File: config.mk
export PLATFORM = sky130hd
export DESIGN_NAME = tpf_filter
export DESIGN_NICKNAME = d
export VERILOG_FILES = /design/src/rtl/tpf_pkg.sv /design/src/rtl/tpf_product.sv /design/src/rtl/tpf_stage.sv /design/src/rtl/tpf_filter.sv
export SDC_FILE = /design/constraint.sdc
export NUM_CORES = 1
export LEC_CHECK = 0
export ABC_AREA = 0
export BUFFER_PORTS_ARGS = -buffer_cell sky130_fd_sc_hd__buf_2
export CAP_MARGIN = 25
export CORE_ASPECT_RATIO = 0.7
export CORE_MARGIN = 5
export CORE_UTILIZATION = 35
export CTS_CLUSTER_SIZE = 16
export DETAILED_ROUTE_END_ITERATION = 12
export PLACE_DENSITY = 0.52
export SLEW_MARGIN = 20
export SYNTH_ARGS = -nofsm -noshare
export SYNTH_HDL_FRONTEND = slang
export SYNTH_HIERARCHICAL = 1
export SYNTH_SLANG_ARGS = --single-unit
File: constraint.sdc
create_clock -name clk -period 4 [get_ports clk]
set_input_delay 0.8 -clock clk [delete_from_list [all_inputs] [get_ports clk]]
set_output_delay 0.8 -clock clk [all_outputs]
set_load 0.005 [all_outputs]
File: src/rtl/tpf_pkg.sv
package tpf_pkg;
   // fixed tap count of this filter
   localparam int NTAPS = 4;
   // extra result bits needed to add NTAPS full-width products
   localparam int GROWTH = $clog2(NTAPS);

   // magnitude of an integer coefficient
   function automatic longint mag(input longint v);
      return (v < 0) ? -v : v;
   endfunction
endpackage

File: src/rtl/tpf_product.sv
// One coefficient product, sign-extended to the accumulator width.
module tpf_product #(
   parameter int SAMPLE_W = 12,
   parameter int ACC_W    = 24,
   parameter int COEF     = 1
) (
   input  logic signed [SAMPLE_W-1:0] sample_i,
   output logic signed [ACC_W-1:0]    prod_o
);
   localparam logic signed [ACC_W-1:0] CS = ACC_W'(COEF);

   logic signed [ACC_W-1:0] xs;

   assign xs     = ACC_W'(sample_i);
   assign prod_o = xs * CS;
endmodule

File: src/rtl/tpf_stage.sv
// One link of the sum chain: adds a product to the partial sum arriving
// from the older side and registers it when a sample is accepted.
module tpf_stage #(
   parameter int ACC_W = 24
) (
   input  logic                    clk,
   input  logic                    rst_n,
   input  logic                    adv_i,
   input  logic signed [ACC_W-1:0] prod_i,
   input  logic signed [ACC_W-1:0] carry_i,
   output logic signed [ACC_W-1:0] q_o
);
   always_ff @(posedge clk or negedge rst_n) begin
      if (!rst_n)     q_o <= '0;
      else if (adv_i) q_o <= prod_i + carry_i;
   end
endmodule

File: src/rtl/tpf_filter.sv
module tpf_filter import tpf_pkg::*; #(
   parameter  int SAMPLE_W = 12,
   parameter  int COEF_W   = 10,
   parameter  int H0       = 3,
   parameter  int H1       = -5,
   parameter  int H2       = 7,
   parameter  int H3       = 2,
   localparam int ACC_W    = SAMPLE_W + COEF_W + GROWTH
) (
   input  logic                       clk,
   input  logic                       rst_n,
   input  logic                       in_valid,
   input  logic signed [SAMPLE_W-1:0] in_sample,
   output logic                       out_valid,
   output logic signed [ACC_W-1:0]    out_data
);
   localparam int CMAX = (1 << (COEF_W - 1)) - 1;
   localparam int CMIN = -(1 << (COEF_W - 1));
   localparam int CF [NTAPS] = '{H0, H1, H2, H3};

   // elaboration-time parameter checks
   if (SAMPLE_W < 2 || COEF_W < 2) begin : g_bad_width
      $error("tpf_filter: SAMPLE_W and COEF_W must be at least 2");
   end
   for (genvar c = 0; c < NTAPS; c++) begin : g_coef_chk
      if (CF[c] > CMAX || CF[c] < CMIN) begin : g_bad_coef
         $error("tpf_filter: coefficient %0d out of range", c);
      end
   end

   // part[i] is stage i's register. part[NTAPS] is the zero feeding the
   // oldest stage, and part[0] is the output register.
   logic signed [ACC_W-1:0] part [NTAPS+1];
   logic signed [ACC_W-1:0] prod [NTAPS];

   assign part[NTAPS] = '0;

   for (genvar i = 0; i < NTAPS; i++) begin : g_tap
      tpf_product #(
         .SAMPLE_W (SAMPLE_W),
         .ACC_W    (ACC_W),
         .COEF     (CF[i])
      ) u_prod (
         .sample_i (in_sample),
         .prod_o   (prod[i])
      );

      tpf_stage #(
         .ACC_W (ACC_W)
      ) u_stage (
         .clk     (clk),
         .rst_n   (rst_n),
         .adv_i   (in_valid),
         .prod_i  (prod[i]),
         .carry_i (part[i+1]),
         .q_o     (part[i])
      );
   end

   always_ff @(posedge clk or negedge rst_n) begin
      if (!rst_n) out_valid <= 1'b0;
      else        out_valid <= in_valid;
   end

   assign out_data = part[0];
endmodule

# Yosys cells after proc, flatten, opt, wreduce, memory -nomap -nowiden

Index checks and enable logic that the tools add are counted.

Register bits after elaboration: 85
Latch bits: 0
RAM bits: 0
ROM bits: 0
Logic and storage cells: 11
Memories: 0

Add/subtract/negate cells: 3
Multipliers: 3
Divide/modulo/power cells: 0
Order comparisons: 0
Equal/unequal tests: 0
Shifts and indexed selects: 0
Mux-type cells: 0
Bitwise logic cells: 0
Reduce and logical (&&, ||, !) cells: 0

Operators with widths:

| cell                    | number |
|---|---|
| $mul A12 B4 Y16 const B | 2 |
| $add A15 B24 Y24        | 1 |
| $add A16 B24 Y24        | 1 |
| $add A16 B13 Y17        | 1 |
| $mul A12 B3 Y15 const B | 1 |

# Depth between registers and ports, before layout

Word-level depth: 2
Depth in mapped cells: 22
Mapped depth without buffers: 20

# Modules after synthesis

The synthesis kept the hierarchy.

By module, submodules not included:

| module                            | times used | cells each | area each (sq um) |
|---|---|---|---|
| tpf_stage at g_tap[0].u_stage ... | 2          | 235        | 2214.6 |
| tpf_stage at g_tap[2].u_stage     | 1          | 241        | 2199.6 |
| tpf_stage at g_tap[3].u_stage     | 1          | 222        | 2070.7 |
| tpf_product at g_tap[1].u_prod    | 1          | 161        | 1356.3 |
| tpf_product at g_tap[2].u_prod    | 1          | 156        | 1251.2 |
| tpf_product at g_tap[0].u_prod    | 1          | 88         | 723.2 |
| tpf_product at g_tap[3].u_prod    | 1          | 25         | 183.9 |
| tpf_filter                        | 1          | 2          | 28.8 |

# Worst setup path after synthesis

No wires, ideal clock.

Path type: input-to-reg
Start point: input port in_sample[1]
End point: register g_tap[1].u_stage.q_o[23]
Library setup time: 131 ps
Data arrival time: 5147 ps
Data required time: 3869 ps
Path slack: -1279 ps
Stages: 21
Buffers on the path: 2
Path through: inv_1 > ha_1 > inv_1 > fa_1 > inv_1 > ha_1 > inv_1 > fa_1 > nor2b_1 > o2111a_1 > o21ba_2 > o21ai_1 > o211ai_1 > buf_4 > ha_1 > clkbuf_1 > a21oi_1 > o21ai_0 > o41ai_1 > o22ai_1 > or3_1

RTL lines:

| element              | RTL line         | source |
|---|---|---|
| from (decl)          | tpf_filter.sv:13 | `input logic signed [SAMPLE_W-1:0] in_sample,` |
| to (signal assigned) | tpf_stage.sv:15  | `else if (adv_i) q_o <= prod_i + carry_i;` |
| to (decl)            | tpf_stage.sv:11  | `output logic signed [ACC_W-1:0] q_o` |

==> run summary <==
Outcome: finished, violations left
Failing checks: negative setup slack
EDFF count, synth: 0
CTS Buf Count: 9
Syn Inst Count: 1,365
P per Cell Area: 861 mW/mm^2
Die height: 166 um
Pre-CTS setup slack: -1190 ps
Reg2reg setup slack: 1330 ps
Antenna Violating Nets Remaining: 0
Slew Viols, Final: 0
Core ar.: 0.0346 mm^2
Final nets: 1,962
Post-route minimum period: 4580 ps
# DRC: 0
Fill cells: 3,107
First-pass GRT wire length: 58,000 um
Routed via count: 11,300
Ys Warns: 6
Antenna violations before repair: 1
CTS tree: built
Crit-path max FO: 7
Worst-path clk slew: 70 ps
Slowest CP cell: fa_1
Port bufs: 39
CP top delay family: compound AO/OA/AOI/OAI gates
HPWL Detailed: 27,200 um
Endpoint class of the critical path: flip-flop
Clock sinks: 97
Vias in the first global route: 11,300
Die Footprint: 0.0389 mm^2
R2r worst-path depth: 8
Maxcap violations: 0
Via density: 5.10
Clk buf depth: 2
Hold Violations, Final: 0
LEAKAGE: 8.29 nW
Tightest Pin Transition: 763 ps
GR Overflow Total: 0
Setup violators final: 37
Final WS setup: -578 ps
Placed cell areas: 0.0157 mm^2
GP Congestion: 0.884
Cell Rows: 57
Worst VDD drop: 0.570 mV
Hold WC Path Type: input port to asynchronous set/reset pin
I/O pin count: 40
Syn avg cell area: 8.97 um^2
Initial Utilization: 35.4%
Buffers & Inverters on Critical Path: 5
Worst EP arrival: 4820 ps
Root buffer cell: clkbuf_16
Count of cell types in the netlist: 92
Largest net degree at the start of global routing: 55
Die extent in x: 234 um
Layout cells sized above 1: 48.5%
Cell area after layout: 0.0183 mm^2
DR WL/cell: 16.1 um
Drt total wl: 35,800 um
Clock Latency Late Sink: 380 ps
Netlist Area Pre-Place: 0.0122 mm^2
Startpoint type of the worst setup path: input port
Pre-Repair DR Iteration Count: 5
Register area share after synthesis: 19.8%
CTS hold repair buffers: 0
Top_reg_cell synth: dfrtp_1
Clk_skew: 6.69 ps
Worst EP required: 4240 ps
Ant. Diodes: 0
Fmax: 0.218 GHz
Iteration-0 DRC Markers: 546
RR Startpoint: g_tap[2].u_stage/q_o[0]$_DFFE_PN0P_
Crit-path max cell delay: 480 ps
FF/Latch Area: 0.00243 mm^2
Worst-path cell chain: buf_8, buf_6, ha_4, inv_2, fa_1, inv_2, ha_4, and2_4, a221o_1, o21a_1, o211ai_1, o311ai_4, buf_12, ha_4, nand4_1, nor3_2, nand3_1, o311ai_2, mux2i_1, o311ai_1
Total track usage: 18.0%
Synth async-reset ratio: 100%
CP dominant cell by count: ha_4
Tcrit/Tclk final: 114%
Seq cells post-synth: 97
Area of the multi-input gates: 0.0110 mm^2
Reg2reg end: g_tap[1].u_stage/q_o[12]$_DFFE_PN0P_
Slew margin rel.: 48.6%
# H-tree levels: 3
RSZ-0062 raised after global routing: true
Area growth, synth to finish: 49.7%
Crit path kind: input port to flip-flop
final cells by class:
class / count / share of cell area (%)
multi-input cells: 1102 / 60.3
repair buffers: 433 / 19.4
flip-flops and latches: 97 / 13.2
well taps: 472 / 3.22
inverters: 102 / 2.18
clock buffers: 12 / 1.34
clock inverters: 3 / 0.355
per-layer routing:
metal	GRT usage (%)	routed length, um	part of all wire (%)
met2	26.2	15100	42
met3	3.83	1370	3.8
met4	2.60	294	0.82
met1	27.8	19100	53
met5	0	16	0.045
how the worst max path moves through the flow:
stage | to | depth (start not counted) | from | slack (ps)
final | g_tap[2].u_stage/q_o[20]$_DFFE_PN0P_ | 20 | in_sample[3] | -580
after global routing | g_tap[1].u_stage/q_o[23]$_DFFE_PN0P_ | 22 | in_sample[1] | -730
after CTS | g_tap[1].u_stage/q_o[23]$_DFFE_PN0P_ | 21 | in_sample[1] | -560
after detailed placement | g_tap[1].u_stage/q_o[23]$_DFFE_PN0P_ | 21 | in_sample[1] | -1190
after global placement | g_tap[1].u_stage/q_o[23]$_DFFE_PN0P_ | 20 | in_sample[1] | -1110
after floorplan | g_tap[1].u_stage/q_o[20]$_DFFE_PN0P_ | 22 | in_sample[1] | -860
Yosys cell counts (6+ instances only):
master	instances	area (um^2)
a211oi_1	12	90.1
nand3_1	24	120
nor2_1	59	221
nand2_1	107	402
nor3_1	20	100
nor2b_1	12	75.1
buf_6	6	67.6
inv_1	101	379
o21ai_0	42	210
a31oi_1	6	37.5
mux2_2	65	732
o2111ai_1	7	61.3
mux2i_1	11	110
nand2b_1	11	68.8
dfrtp_1	97	2430
and3_1	14	87.6
a21oi_1	109	546
a21o_1	32	240
clkbuf_1	22	82.6
o211ai_1	17	128
nor4_1	8	50.1
o21a_1	13	97.6
xor2_1	35	307
o211a_1	6	60.1
nand4_1	30	188
a211o_1	12	105
buf_4	57	428
a221oi_1	9	78.8
fa_1	25	500
o21ai_1	6	30.0
o21bai_2	6	67.6
xnor2_1	69	604
o21bai_1	8	60.1
ha_1	177	2210
per-stage QoR:
step / util [%] / power [mW] / cells / setup TNS (ps) / hold WS [ps]
final: 53.0 / 15.8 / 2221 / -11710 / 449
after global routing: 53.0 / 17.0 / 2221 / -16300 / 501
after CTS: 50.1 / 14.5 / 2189 / -9340 / 458
after detailed placement: 45.3 / 11.8 / 2127 / -35640 / 490
after global placement: 45.3 / 11.7 / 2127 / -34700 / 481
after floorplan: - / 8.08 / 1389 / -9920 / 456
flip-flops by register name, indices dropped and copies added (netlist names):
name	count
g_tap.u_stage/q_o	96
out_valid	1
cell families (layout without fill, tap and decap cells):
logic type / Yosys count / after routing / share of synthesized area, %
compound gates: 370 / 370 / 21.8
simple gates: 318 / 318 / 12.9
fa+ha+maj: 202 / 202 / 22.2
buf+inv: 190 / 550 / 8.10
xor+xnor: 106 / 106 / 7.80
flops: 97 / 97 / 19.8
mux: 80 / 80 / 7.36
other cells: 2 / 26 / 0.0613
placed cells by master (no fill, tap or decap), drive strengths merged, types with 13 or more instances in the layout:
| cell | synthesis | final |
|---|---|---|
| nand3 | 24 | 24 |
| nor2 | 59 | 59 |
| nand2 | 108 | 108 |
| o211ai | 17 | 17 |
| a21oi | 115 | 115 |
| o21ai | 52 | 52 |
| ha | 177 | 177 |
| o21bai | 14 | 14 |
| buf | 64 | 433 |
| and3 | 15 | 15 |
| xor2 | 36 | 36 |
| conb | 2 | 26 |
| mux2 | 68 | 68 |
| nand4 | 30 | 30 |
| fa | 25 | 25 |
| o21a | 15 | 15 |
| a21o | 37 | 37 |
| xnor2 | 70 | 70 |
| dfrtp | 97 | 97 |
| nor3 | 22 | 22 |
| nor2b | 13 | 13 |
| inv | 101 | 101 |
| a221oi | 13 | 13 |
power by group:
part / internal, mW / switching, mW / leakage, nW
combinational: 7.13 / 5.91 / 6.99
sequential: 1.44 / 0.310 / 1.14
clock: 0.562 / 0.421 / 0.153
total: 9.14 / 6.64 / 8.29
what timing repair did:
item | 4_1_cts | 5_1_grt
setup buffers | 51 | 38
gates resized for setup | 198 | 148
pin swaps | 126 | 141
endpoints found under the setup margin | 41 | 44
No activity file was read; power rests on OpenSTA's default activity.
